$ cat src/rtl/rtc_pkg.sv
package rtc_pkg;

  typedef enum logic [2:0] {
    SEL_COUNT = 3'd0,
    SEL_CMP   = 3'd1,
    SEL_PRESC = 3'd2,
    SEL_IRQEN = 3'd3,
    SEL_EVENT = 3'd4
  } reg_sel_e;

  // mask covering the low w bits of a 32-bit word
  function automatic logic [31:0] ring_mask(input int unsigned w);
    if (w >= 32) return '1;
    return (32'd1 << w) - 32'd1;
  endfunction

  // forward distance from b to a on a ring of 2^w counts
  function automatic logic [31:0] ring_gap(input logic [31:0] a,
                                           input logic [31:0] b,
                                           input int unsigned w);
    return (a - b) & ring_mask(w);
  endfunction

  // successor of a on a ring of 2^w counts
  function automatic logic [31:0] ring_next(input logic [31:0] a,
                                            input int unsigned w);
    return (a + 32'd1) & ring_mask(w);
  endfunction

endpackage

$ cat src/rtl/rtc_prescaler.sv
module rtc_prescaler #(
  parameter int unsigned PRE_W = 12
) (
  input  logic             clk,
  input  logic             rst_n,
  input  logic             run,
  input  logic             restart,
  input  logic             lf_tick,
  input  logic [PRE_W-1:0] div,
  output logic             step
);
  logic [PRE_W-1:0] phase_q;
  logic             active;

  assign active = run & lf_tick & ~restart;
  // >= so that lowering the divider mid-phase cannot strand the phase
  assign step   = active && (phase_q >= div);

  always_ff @(posedge clk) begin
    if (!rst_n)       phase_q <= '0;
    else if (restart) phase_q <= '0;
    else if (active)  phase_q <= step ? '0 : phase_q + 1'b1;
  end


  prescale_bypass_chk: assert property (@(posedge clk) disable iff (!rst_n)
    (active && div == '0) |-> step);
endmodule

$ cat src/rtl/rtc_count_core.sv
module rtc_count_core #(
  parameter int unsigned CNT_W = 24
) (
  input  logic             clk,
  input  logic             rst_n,
  input  logic             clr_task,
  input  logic             start_task,
  input  logic             step,
  output logic             run,
  output logic [CNT_W-1:0] count,
  output logic             inc_evt
);
  import rtc_pkg::*;

  logic             run_q;
  logic [CNT_W-1:0] count_q;

  assign run     = run_q;
  assign count   = count_q;
  assign inc_evt = step;

  always_ff @(posedge clk) begin
    if (!rst_n)          run_q <= 1'b0;
    else if (start_task) run_q <= 1'b1;
  end

  always_ff @(posedge clk) begin
    if (!rst_n)        count_q <= '0;
    else if (clr_task) count_q <= '0;
    else if (step)     count_q <= count_q + 1'b1;
  end


  clear_zero_chk: assert property (@(posedge clk) disable iff (!rst_n)
    clr_task |=> count_q == '0);


  idle_hold_chk: assert property (@(posedge clk) disable iff (!rst_n)
    (!run_q && !clr_task) |=> $stable(count_q));


  single_step_chk: assert property (@(posedge clk) disable iff (!rst_n)
    !clr_task |=> (count_q == $past(count_q)) ||
                  (ring_gap(32'(count_q), 32'($past(count_q)), CNT_W) == 32'd1));
endmodule

$ cat src/rtl/rtc_compare_unit.sv
module rtc_compare_unit #(
  parameter int unsigned CNT_W = 24
) (
  input  logic             clk,
  input  logic             rst_n,
  input  logic             cmp_we,
  input  logic [CNT_W-1:0] cmp_wdata,
  input  logic [CNT_W-1:0] count,
  input  logic             inc_evt,
  input  logic             clr_task,
  input  logic             evt_clr,
  output logic [CNT_W-1:0] cmp_val,
  output logic             evt_flag,
  output logic             hit,
  output logic             near_miss
);
  import rtc_pkg::*;

  logic [CNT_W-1:0] cmp_q;
  logic             skip_q;
  logic             evt_q;
  logic [31:0]      write_gap;

  // distance from the live count to the value being written
  assign write_gap = ring_gap(32'(cmp_wdata), 32'(count), CNT_W);
  assign near_miss = cmp_we && (write_gap == 32'd1);
  assign hit       = inc_evt && !skip_q &&
                     (ring_next(32'(count), CNT_W) == 32'(cmp_q));
  assign cmp_val   = cmp_q;
  assign evt_flag  = evt_q;

  always_ff @(posedge clk) begin
    if (!rst_n)      cmp_q <= '0;
    else if (cmp_we) cmp_q <= cmp_wdata;
  end

  // a one-ahead write masks the very next increment only
  always_ff @(posedge clk) begin
    if (!rst_n)         skip_q <= 1'b0;
    else if (clr_task)  skip_q <= 1'b0;
    else if (near_miss) skip_q <= 1'b1;
    else if (inc_evt)   skip_q <= 1'b0;
  end

  // a match wins over a simultaneous acknowledge
  always_ff @(posedge clk) begin
    if (!rst_n)       evt_q <= 1'b0;
    else if (hit)     evt_q <= 1'b1;
    else if (evt_clr) evt_q <= 1'b0;
  end


  cmp_store_chk: assert property (@(posedge clk) disable iff (!rst_n)
    cmp_we |=> cmp_q == $past(cmp_wdata));


  hit_sets_flag_chk: assert property (@(posedge clk) disable iff (!rst_n)
    hit |=> evt_q);


  near_miss_chk: assert property (@(posedge clk) disable iff (!rst_n)
    (near_miss && !clr_task) |=> !hit);


  event_sticky_chk: assert property (@(posedge clk) disable iff (!rst_n)
    (evt_q && !evt_clr) |=> evt_q);
endmodule

$ cat src/rtl/rtc_cmp_counter.sv
module rtc_cmp_counter #(
  parameter int unsigned CNT_W  = 24,
  parameter int unsigned PRE_W  = 12,
  parameter int unsigned DATA_W = 32
) (
  input  logic              clk,
  input  logic              rst_n,
  input  logic              lf_tick,
  input  logic              task_clear,
  input  logic              task_start,
  input  logic              wr_en,
  input  logic [2:0]        addr,
  input  logic [DATA_W-1:0] wr_data,
  output logic [DATA_W-1:0] rd_data,
  output logic              irq
);
  import rtc_pkg::*;

  logic [PRE_W-1:0] presc_q;
  logic             irq_en_q;
  logic             run, step, inc_evt, hit, near_miss, evt_flag;
  logic [CNT_W-1:0] count, cmp_val;
  logic             cmp_we, presc_we, irqen_we, evt_clr;
  reg_sel_e         sel;

  assign sel      = reg_sel_e'(addr);
  assign cmp_we   = wr_en && (sel == SEL_CMP);
  assign presc_we = wr_en && (sel == SEL_PRESC);
  assign irqen_we = wr_en && (sel == SEL_IRQEN);
  assign evt_clr  = wr_en && (sel == SEL_EVENT) && (wr_data == '0);

  always_ff @(posedge clk) begin
    if (!rst_n) begin
      presc_q  <= '0;
      irq_en_q <= 1'b0;
    end else begin
      if (presc_we) presc_q  <= wr_data[PRE_W-1:0];
      if (irqen_we) irq_en_q <= wr_data[0];
    end
  end

  rtc_prescaler #(.PRE_W(PRE_W)) u_presc (
    .clk     (clk),
    .rst_n   (rst_n),
    .run     (run),
    .restart (task_clear),
    .lf_tick (lf_tick),
    .div     (presc_q),
    .step    (step)
  );

  rtc_count_core #(.CNT_W(CNT_W)) u_core (
    .clk        (clk),
    .rst_n      (rst_n),
    .clr_task   (task_clear),
    .start_task (task_start),
    .step       (step),
    .run        (run),
    .count      (count),
    .inc_evt    (inc_evt)
  );

  rtc_compare_unit #(.CNT_W(CNT_W)) u_cmp (
    .clk       (clk),
    .rst_n     (rst_n),
    .cmp_we    (cmp_we),
    .cmp_wdata (wr_data[CNT_W-1:0]),
    .count     (count),
    .inc_evt   (inc_evt),
    .clr_task  (task_clear),
    .evt_clr   (evt_clr),
    .cmp_val   (cmp_val),
    .evt_flag  (evt_flag),
    .hit       (hit),
    .near_miss (near_miss)
  );

  assign irq = evt_flag & irq_en_q;

  always_comb begin
    rd_data = '0;
    case (sel)
      SEL_COUNT: rd_data = DATA_W'(count);
      SEL_CMP:   rd_data = DATA_W'(cmp_val);
      SEL_PRESC: rd_data = DATA_W'(presc_q);
      SEL_IRQEN: rd_data = DATA_W'(irq_en_q);
      SEL_EVENT: rd_data = DATA_W'(evt_flag);
      default:   rd_data = '0;
    endcase
  end


  irq_follow_chk: assert property (@(posedge clk) disable iff (!rst_n)
    (hit && irq_en_q && !irqen_we) |=> irq);


  irq_quiet_chk: assert property (@(posedge clk) disable iff (!rst_n)
    (!irq_en_q && !irqen_we) |=> !irq);
endmodule

$ cat config.mk
export PLATFORM = sky130hd
export DESIGN_NAME = rtc_cmp_counter
export DESIGN_NICKNAME = d
export VERILOG_FILES = /design/src/rtl/rtc_pkg.sv /design/src/rtl/rtc_prescaler.sv /design/src/rtl/rtc_count_core.sv /design/src/rtl/rtc_compare_unit.sv /design/src/rtl/rtc_cmp_counter.sv
export SDC_FILE = /design/constraint.sdc
export NUM_CORES = 1
export LEC_CHECK = 0
export BUFFER_PORTS_ARGS = -buffer_cell sky130_fd_sc_hd__buf_2
export CAP_MARGIN = 20
export CELL_PAD_IN_SITES_DETAIL_PLACEMENT = 1
export CELL_PAD_IN_SITES_GLOBAL_PLACEMENT = 1
export CORE_UTILIZATION = 39
export CTS_CLUSTER_DIAMETER = 80
export DETAILED_ROUTE_END_ITERATION = 6
export PLACE_DENSITY_LB_ADDON = 0.1
export SYNTH_ARGS = -nofsm -noshare
export SYNTH_HDL_FRONTEND = slang
export SYNTH_SLANG_ARGS = --single-unit
$ cat constraint.sdc
create_clock -name clk -period 2.94 [get_ports clk]
set_input_delay 0.294 -clock clk [delete_from_list [all_inputs] [get_ports clk]]
set_output_delay 0.294 -clock clk [all_outputs]
set_load 0.01 [all_outputs]
== Yosys cells after proc, flatten, opt, wreduce, memory -nomap -nowiden ==
Index checks and enable logic that the tools add are counted.

* Multiplexer cells: 6
* Equality and inequality tests: 6
* Add/sub/neg operators: 4
* Reduce and logical (&&, ||, !) cells: 15
* Order comparisons: 1
* Bitwise operators: 5

{| class="wikitable"
|+ Operators with widths
! cell !! count
|-
| one-hot mux 24 bit (5 select lines) || 1
|-
| adder 24 x 1 -> 24 bit, second input constant || 2
|-
| logical NOT 32 bit || 1
|-
| equality test 24 x 1 -> 1 bit, second input constant || 1
|-
| equality test 24 bit || 1
|-
| subtractor 24 bit || 1
|-
| adder 12 x 1 -> 12 bit, second input constant || 1
|-
| greater-or-equal comparator 12 bit || 1
|-
| two-way mux 12 bit || 1
|-
| logical AND 1 bit || 9
|-
| equality test 3 x 2 -> 1 bit, second input constant || 2
|-
| two-way mux 1 bit || 4
|-
| nonzero test 2 bit || 2
|-
| AND 1 bit || 3
|-
| equality test 3 x 1 -> 1 bit, second input constant || 1
|-
| equality test 3 bit, second input constant || 1
|-
| logical NOT 3 bit || 1
|-
| NOT 1 bit || 2
|-
| OR reduction 2 bit || 1
|-
| logical NOT 1 bit || 1
|}

* Output and inout port bits: 33
* Register bits: 76
* Logic and storage cells: 45
* Bits of input ports: 41

== Depth between registers and ports, before layout ==
Gate-level depths: netlist of run 1.

* Depth in word-level cells: 6
* Gate-level depth with buffers: 13
* Mapped depth without buffers: 12

== Cells and area by module ==
From an unflattened synthesis of run 1, not the netlist that was laid out.

* Cells, all modules: 888
* Area, all modules: 6837.8 µm²

{| class="wikitable"
|+ Modules (own cells, without submodules)
! module !! area an instance (µm²) !! times used !! cells each !! sequential area each (µm²)
|-
| rtc_compare_unit || 3583.4 || 1 || 483 || 520.5
|-
| rtc_cmp_counter || 1224.9 || 1 || 166 || 260.2
|-
| rtc_count_core || 1129.8 || 1 || 129 || 500.5
|-
| rtc_prescaler || 899.6 || 1 || 110 || 240.2
|}

== Worst setup path before layout of run 1 ==
No wires, ideal clock.

* Kind: reg-to-reg
* Start point: register u_core.count_q[0], in the netlist u_core.count[0]
* End point: register u_cmp.skip_q
* Period minus slack after synthesis: 2.848 ns
* Cell stages (with the launch flop): 12
* Arrival: 2.775 ns
* Buffers on the path: 0
* Setup slack: 0.092 ns
* Data required time: 2.867 ns
* Library setup time: 0.073 ns
* Cells stage by stage: dfxtp_1 -> ha_1 -> fa_1 -> nand2b_1 -> a21oi_1 -> o21ai_1 -> o311ai_1 -> a221oi_2 -> xor2_1 -> nand3_1 -> or4_1 -> o22ai_2

* Cells in the longest elaborated chain, start to end: 4
* Elaborated cells between the ends (all ways): 5
* Those cells by class: add/sub (1); eq/ne (1); mux (1); reduce/logical (2)

{| class="wikitable"
|+ RTL lines
! what !! line !! RTL
|-
| start, declared || rtc_count_core.sv:16 || <nowiki>logic [CNT_W-1:0] count_q;</nowiki>
|-
| start signal, assigned || rtc_count_core.sv:30 || <nowiki>else if (step) count_q <= count_q + 1'b1;</nowiki>
|-
| subtractor 24 bit * || rtc_pkg.sv:21 || <nowiki>return (a - b) & ring_mask(w);</nowiki>
|-
| equality test 24 x 1 -> 1 bit * || rtc_compare_unit.sv:26 || <nowiki>assign near_miss = cmp_we && (write_gap == 32'd1);</nowiki>
|-
| logical AND 1 bit * || rtc_compare_unit.sv:26 ||
|-
| two-way mux 1 bit / nonzero test 2 bit (equally long branches) || -- ||
|-
| end signal, assigned || rtc_compare_unit.sv:40 || <nowiki>else if (clr_task) skip_q <= 1'b0;</nowiki>
|-
| end signal, assigned || rtc_compare_unit.sv:41 || <nowiki>else if (near_miss) skip_q <= 1'b1;</nowiki>
|-
| end signal, assigned || rtc_compare_unit.sv:42 || <nowiki>else if (inc_evt) skip_q <= 1'b0;</nowiki>
|-
| end, declared || rtc_compare_unit.sv:20 || <nowiki>logic skip_q;</nowiki>
|}

Mark *: on every way between the ends. The rest lies on a longest branch, timed or not.
A chain may end at the register's enable or synchronous reset.

== Final worst setup path of run 1 ==
* Start point: register u_core.count_q[16], in the netlist u_core.count[16]
* End point: register u_cmp.skip_q

The elaborated chain is that of the path after synthesis.

==> results_dict.tcl, run 1 <==
set metrics [dict create \
    synth.avg_cell_area_sq_um 7.46 \
    hold_viol 0 \
    hold_buffers 0 \
    r2r_start "u_core.count[16]" \
    ys_seq_area_share_pct 24.6 \
    hp-start "task_start" \
    fin_skew_ps 6.60 \
    yosysTopAreaCell "dfxtp_1" \
    dieHeight_microns 128 \
    most-common-layout-cells "nand2_1, nor2_1, buf_4" \
    hpwl_microns 18300 \
    die_w_microns 128 \
    ys_types 78 \
    period_minus_slack_ps 2920 \
    maxCapViolCount 0 \
    diodes 0 \
    power.leakage_nw 2.94 \
    fillers 1946 \
    crit_family "simple AND/OR/NAND/NOR gates" \
    synth_top_flop_cell "dfxtp_1" \
    core_area_sq_um 15300 \
    cp_max_fo 3 \
    htree_levels 3 \
    layout_commonest_cell "nand2_1" \
    instances_no_fill 1159 \
    fmax_mhz 342 \
    dieArea_sq_um 16300 \
    grt_pass1_vias 6547 \
    grt_max_degree 41 \
    setup_viol 0 \
    crit_buf_inv 1 \
    fin_ws_ps 19.3 \
    ys_ff_latch 76 \
    clk_pin_slew_ps 60 \
    vdd_drop_max_mv 0.308 \
    synthToLayoutAreaGrowth_pct 24.7 \
    cp-end-kind "flop" \
    drt-total-wl_microns 23100 \
    crit_arrival_ps 3190 \
    dp_cells 1142 \
    ant_nets 0 \
    cp_slowest_cell "or4_4" \
    drtPass1Iterations 4 \
    rows 45 \
    antenna_found_initial 1 \
    switchingPower_mw 0.770 \
    drc 0 \
    worstMarginPinSlew_ps 608 \
    clk_path_buf_depth 2 \
    start_kind "flop" \
    rsz0062_at_grt "true" \
    power_frac_seq_pct 40.1 \
    regArea_sq_um 1530 \
    yosys.area.top_type_share_pct 24.6 \
    cpPeakStageDelay_ps 510 \
    grt-ovfl-total 0 \
    start_util_pct 40.3 \
    grt_use_total_pct 29.2 \
    crit_type "flop to flop" \
    vias 6398 \
    post-route-period-util_pct 99.3 \
    dp_slack_ps -312 \
    layout-drive-gt1-share_pct 23.1 \
    wire_per_inst_microns 19.9 \
    power.switching_fraction_pct 29.3 \
    final_core_util_pct 50.3 \
    synth_area_sq_um 6180 \
    numPortBuffers 65 \
    startpoint "u_core.count[16]" \
    final-max-slew-violation-count 0 \
    gp_congestion 0.904 \
    synthesis.instances 828 \
    via_per_inst 5.52 \
    clkLatencyLatePin_ps 340 \
    power_density_nw_per_um2 341 \
    cts_tree "done" \
    required_ps 3210 \
    pwr-share-clk_pct 40.7 \
    nNetsFinal 1023 \
    multi_input_area_sq_um 4450 \
    cts.sinks 76 \
    power_frac_comb_pct 19.2 \
    pin_count 74 \
    slew_headroom_pct 59.5 \
    drt_iter0_drc 336 \
    cts-root-buf "clkbuf_16" \
    worstPathCellList "inv_2, ha_4, nor3b_4, a2111oi_4, o311ai_1, nor4_2, o2111ai_1, nor4_1, nand4_1, or4_4, o22ai_2" \
    async_flop_share_pct 0 \
    cts_made_buffers 9 \
    outcome "complete, no violations" \
    netlist_top_cells_area "dfxtp_1, xnor2_1, ha_1" \
    synth_edf_count 0 \
    hold_path.class "input pin to flop" \
    grt_pass1_wl_microns 36200 \
    ys_warn_count 0 \
    intPower_mw 1.86 \
]
==> final cells by class <==
cell class | count | share of cell area, %
clock buffer | 12 | 3.33
clock inverter | 3 | 0.292
inverter | 48 | 2.34
multi-input combinational | 655 | 57.8
sequential | 76 | 19.8
tap | 211 | 3.43
timing repair buffer | 154 | 13.0
==> power by group through the flow <==
stage / registers, mW / clock network, mW / logic [mW]
floorplan: 1.07 / 0 / 0.266
global placement: 1.08 / 0 / 0.457
detailed placement: 1.08 / 0 / 0.465
CTS: 1.05 / 1.09 / 0.480
global route: 1.05 / 1.14 / 0.546
finish: 1.05 / 1.07 / 0.505
==> synth_stat cells (5+ instances only) <==
library cell	n
mux2i_1	26
nand3_1	23
xnor2_1	55
a21o_1	10
nand2_1	118
buf_2	11
a21boi_0	37
o21a_1	7
inv_1	48
xor2_1	18
nand2b_1	7
nand4_1	14
dfxtp_1	76
clkbuf_1	33
nor3b_1	5
o21ai_0	17
nor3_1	28
nor2_1	96
nor4_1	20
buf_4	9
a21oi_1	37
o21ai_1	5
ha_1	37
nor2b_1	7
==> layer usage <==
metal,part of all wire (%),up-vias,routed length (microns),GRT usage (%)
li1,-,3086,-,-
met4,2.9,0,669,9.55
met3,3.3,34,756,3.51
met1,46,3136,10500,36.8
met5,0,-,0,0
met2,48,142,11100,51.4
==> per-stage QoR <==
| step | hold slack [ps] | TNS [ps] | total power, mW | cell area (sq um) |
|---|---|---|---|---|
| floorplan | 404 | 0 | 1.34 | 6200 |
| global placement | 449 | -275 | 1.53 | 7180 |
| detailed placement | 468 | -312 | 1.54 | 7180 |
| CTS | 138 | 0 | 2.63 | 7550 |
| global route | 145 | -109 | 2.74 | 7700 |
| finish | 144 | 0 | 2.63 | 7700 |
==> path summary, 6_finish.rpt <==
path	end	slack (ps)	cells past startpoint
setup / recovery	u_cmp.skip_q	20	11
hold / removal	u_core.run	140	2
setup reg to reg	u_cmp.skip_q	20	11
hold reg to reg	u_core.run	470	1
==> cells by family after synthesis <==
group,after synthesis,share of synthesized area [%]
compound gates,161,18.3
xor+xnor,73,10.4
fa+ha+maj,38,7.82
buf+inv,104,7.23
flops,76,24.6
mux,27,4.58
other cells,1,0.0607
simple gates,348,27.1
==> repair_timing <==
item                                    in CTS  in global routing
pin swaps                                   10                 11
setup buffers                                0                  3
resized for setup                           22                 24
cloned                                       0                  0
endpoints found under the setup margin       1                  2
==> flip-flops by register name, indices dropped and copies added (netlist names) <==
| name | cells |
|---|---|
| u_cmp.cmp_val | 24 |
| u_cmp.evt_flag | 1 |
| presc_q | 12 |
| u_core.run | 1 |
| irq_en_q | 1 |
| u_core.count | 24 |
| u_cmp.skip_q | 1 |
| u_presc.phase_q | 12 |
(Power assumes the default switching activity.)
==> inputs of run 2 (changes only) <==
Settings changed: CELL_PAD_IN_SITES_DETAIL_PLACEMENT 1 to not set, CELL_PAD_IN_SITES_GLOBAL_PLACEMENT 1 to not set, CORE_UTILIZATION 39 to 55, PLACE_DENSITY set to 0.76, PLACE_DENSITY_LB_ADDON 0.1 to not set.
Clock period 2.94 ns to 3.65 ns, I/O delays scaled along.
==> results_dict.tcl, run 2 (synthesis results as in run 1) <==
set metrics [dict create \
    dp_slack_ps 322 \
    ant_nets 0 \
    vias 6065 \
    pin_count 74 \
    cts.sinks 76 \
    start_util_pct 56.7 \
    switchingPower_mw 0.562 \
    cts-root-buf "clkbuf_8" \
    gp_congestion 0.946 \
    fmax_mhz 302 \
    hold_buffers 0 \
    numPortBuffers 65 \
    antenna_found_initial 0 \
    htree_levels 3 \
    fin_skew_ps 14.4 \
    drc 0 \
    most-common-layout-cells "nand2_1, nor2_1, dfxtp_1" \
    start_kind "flop" \
    r2r_slack_ps 340 \
    worstMarginPinSlew_ps 910 \
    clkLatencyLatePin_ps 370 \
    cts_tree "done" \
    dieArea_sq_um 11700 \
    grt_use_total_pct 32.6 \
    grt_max_degree 41 \
    hold_path.class "input pin to flop" \
    drt-total-wl_microns 18400 \
    post_cts_buffers 0 \
    via_per_inst 5.98 \
    nNetsFinal 948 \
    intPower_mw 1.31 \
    hp-start "task_start" \
    cts_made_buffers 9 \
    post-route-period-util_pct 90.7 \
    grt_pass1_vias 5622 \
    clk_path_buf_depth 2 \
    final_core_util_pct 62.1 \
    rr_worst_depth 12 \
    diodes 0 \
    fin_ws_ps 341 \
    wire_per_inst_microns 18.2 \
    setup_viol 0 \
    grt_pass1_wl_microns 29000 \
    slew_headroom_pct 39.0 \
    dieHeight_microns 108 \
    final-max-slew-violation-count 0 \
    total_power_mw 1.87 \
    placed_area_sq_um 6550 \
    period_minus_slack_ps 3310 \
    hold_path_depth 2 \
    layout_commonest_cell "nand2_1" \
    rows 38 \
    hold_viol 0 \
    die_w_microns 108 \
    setup-tns-final_ps 0 \
    pwr-share-clk_pct 37.5 \
    cp_max_fo 7 \
    hpwl_microns 14100 \
    min_to "u_core.run" \
    grt-ovfl-total 0 \
    power.leakage_nw 2.51 \
    required_ps 3950 \
    postLayoutCellArea_sq_um 6760 \
    crit_arrival_ps 3600 \
    r2r_start "u_core.count[16]" \
    power_frac_seq_pct 45.3 \
    power_frac_comb_pct 17.1 \
    maxCapViolCount 0 \
    outcome "complete, no violations" \
    fillers 1029 \
    timing.rr.end "u_cmp.skip_q" \
    core_area_sq_um 10900 \
    synthToLayoutAreaGrowth_pct 9.40 \
    crit_type "flop to flop" \
    vdd_drop_max_mv 0.249 \
    cts_resized 0 \
    layout-drive-gt1-share_pct 12.8 \
    cp-end-kind "flop" \
    rsz0062_at_grt "false" \
    drt_iter0_drc 497 \
    clk_pin_slew_ps 90 \
    power_density_nw_per_um2 277 \
    power.switching_fraction_pct 30.0 \
    drtPass1Iterations 7 \
]
==> run 2: cell type report <==
class | instances | area [sq um] | share of cell area [%]
Clock buffer | 11 | 151 | 2.24
Sequential cell | 76 | 1520 | 22.5
Multi-Input combinational cell | 655 | 4240 | 62.7
Clock inverter | 5 | 58.8 | 0.870
Timing Repair Buffer | 79 | 430 | 6.37
Inverter | 48 | 180 | 2.67
Tap cell | 140 | 175 | 2.59
==> run 2: metal layers <==
metal  global-route usage (%)  vias to the layer above  share of wire [%]
met5                        0                        -                  0
met4                     14.6                        0                3.8
met3                     5.85                       53                6.7
met2                     53.3                      270                 46
met1                     41.6                     2800                 43
li1                         -                     2942                  -
==> run 2: power by group through the flow <==
stage          clock network [mW]  registers [mW]  logic [mW]
6_report                    0.703           0.849       0.320
5_1_grt                     0.738           0.850       0.344
4_1_cts                     0.701           0.848       0.314
3_5_place_dp                    0           0.868       0.311
3_3_place_gp                    0           0.868       0.309
2_1_floorplan                   0           0.864       0.214
==> run 2: worst max path at each step <==
| stage | from | to | depth (start not counted) |
|---|---|---|---|
| after global routing | u_core.count[16] | u_cmp.skip_q | 12 |
| final | u_core.count[16] | u_cmp.skip_q | 12 |
| after CTS | u_core.count[16] | u_cmp.skip_q | 12 |
| after floorplan | wr_data[0] | u_cmp.skip_q | 12 |
| after global placement | wr_data[0] | u_cmp.skip_q | 13 |
| after detailed placement | wr_data[0] | u_cmp.skip_q | 13 |
==> run 2: stage by stage <==
stage	hold slack (ps)	cells
finish	188	1014
floorplan	440	835
detailed placement	463	998
global route	196	1014
global placement	451	998
CTS	182	1014
==> run 2: worst max-delay path: stages, from the launching register on <==
cell and delay [ps]:
dfxtp_1 450, inv_1 140, ha_1 390, nor3b_1 190
a2111oi_0 460, buf_4 200, o311ai_0 110, nor4_1 190
o2111ai_1 140, nor4_1 290, nand4_1 110, or4_1 430
o22ai_2 90
==> inputs of run 3 (changes only) <==
Settings changed: CORE_UTILIZATION 55 to 30, PLACE_DENSITY 0.76 to not set.
==> results_dict.tcl, run 3 (synthesis results as in run 1) <==
set metrics [dict create \
    pin_count 74 \
    dieArea_sq_um 21200 \
    power.leakage_nw 2.57 \
    synthToLayoutAreaGrowth_pct 13.9 \
    rr_worst_depth 11 \
    clkLatencyLatePin_ps 350 \
    grt_pass1_vias 5661 \
    pwr-share-clk_pct 44.1 \
    intPower_mw 1.51 \
    switchingPower_mw 0.592 \
    vias 5968 \
    hold_buffers 0 \
    fin_skew_ps 8.41 \
    hold_path.class "input pin to flop" \
    fmax_mhz 298 \
    post-route-period-util_pct 92.0 \
    core_area_sq_um 20200 \
    r2r_slack_ps 290 \
    period_minus_slack_ps 3360 \
    clk_path_buf_depth 2 \
    grt_use_total_pct 18.7 \
    drtPass1Iterations 5 \
    final_core_util_pct 34.8 \
    cts-root-buf "clkbuf_16" \
    cp-end-kind "flop" \
    numPortBuffers 65 \
    dp_cells 1132 \
    via_per_inst 5.20 \
    nNetsFinal 952 \
    slew_headroom_pct 30.5 \
    rows 52 \
    cts.sinks 76 \
    vdd_drop_max_mv 0.229 \
    grt_pass1_wl_microns 31100 \
    clk_pin_slew_ps 60 \
    power_density_nw_per_um2 298 \
    drt_iter0_drc 466 \
    cts_tree "done" \
    fin_ws_ps 293 \
    setup-tns-final_ps 0 \
    grt-ovfl-total 0 \
    cp_max_fo 7 \
    antenna_found_initial 1 \
    grt_max_degree 41 \
    ant_nets 0 \
    layout-drive-gt1-share_pct 13.0 \
    start_util_pct 30.5 \
    drt-total-wl_microns 19500 \
    worstMarginPinSlew_ps 1040 \
    power_frac_seq_pct 40.5 \
    hpwl_microns 14700 \
    instances_no_fill 1148 \
    hold_viol 0 \
    gp_congestion 0.916 \
    power.switching_fraction_pct 28.2 \
    setup_viol 0 \
    most-common-layout-cells "nand2_1, nor2_1, dfxtp_1" \
    post_cts_buffers 0 \
    hold_path_depth 2 \
    maxCapViolCount 0 \
    diodes 0 \
    layout_commonest_cell "nand2_1" \
    final-max-slew-violation-count 0 \
    outcome "complete, no violations" \
    drc 0 \
    die_w_microns 145 \
    cts_made_buffers 9 \
    dieHeight_microns 145 \
    dp_slack_ps 291 \
    power_frac_comb_pct 15.5 \
    crit_type "flop to flop" \
    required_ps 3910 \
    htree_levels 3 \
    crit_arrival_ps 3620 \
    rsz0062_at_grt "false" \
    wire_per_inst_microns 16.9 \
    start_kind "flop" \
]
[run 3: cell type report]
type | count | area [sq um]
Clock inverter | 5 | 58.8
Multi-Input combinational cell | 655 | 4240
Tap cell | 270 | 338
Timing Repair Buffer | 83 | 460
Inverter | 48 | 180
Clock buffer | 11 | 243
Fill cell | 2147 | 13200
Sequential cell | 76 | 1520
[run 3: stage by stage]
stage | hold WS (ps) | cell area [sq um] | power, mW
global route | 216 | 7040 | 2.17
CTS | 205 | 7040 | 2.11
detailed placement | 460 | 6730 | 1.19
global placement | 453 | 6730 | 1.19
finish | 210 | 7040 | 2.10
floorplan | 440 | 6200 | 1.08
[run 3: what timing repair did]
action,4_1_cts,5_1_grt
setup endpoints to repair,0,1
resized for setup,0,1
hold endpoints to repair,0,0
[run 3: worst max-delay path, cell delays in order, from the launching register on]
cell,delay (ps)
dfxtp_1,430
inv_1,130
ha_1,380
nor3b_1,190
a2111oi_1,510
o311ai_0,220
nor4_1,250
o2111ai_1,150
nor4_1,350
nand4_1,130
or4_1,430
o22ai_2,90
[run 3: power groups by stage]
stage | Clock [mW] | Combinational, mW | Sequential, mW
floorplan | 0 | 0.214 | 0.864
global route | 0.971 | 0.353 | 0.850
detailed placement | 0 | 0.318 | 0.868
CTS | 0.938 | 0.319 | 0.849
global placement | 0 | 0.319 | 0.867
finish | 0.925 | 0.324 | 0.849
[run 3: final timing paths]
check,startpoint,endpoint
max,u_core.count[16],u_cmp.skip_q
min,task_start,u_core.run
max reg2reg,u_core.count[16],u_cmp.skip_q
min reg2reg,u_core.run,u_core.run
[run 3: routing by layer]
metal / up-vias / GRT usage [%] / wire [microns]
met4: 2 / 5.32 / 334
met5: - / 0 / 8
li1: 2946 / - / -
met2: 228 / 29.4 / 8630
met1: 2767 / 26.0 / 9180
met3: 25 / 3.42 / 1310
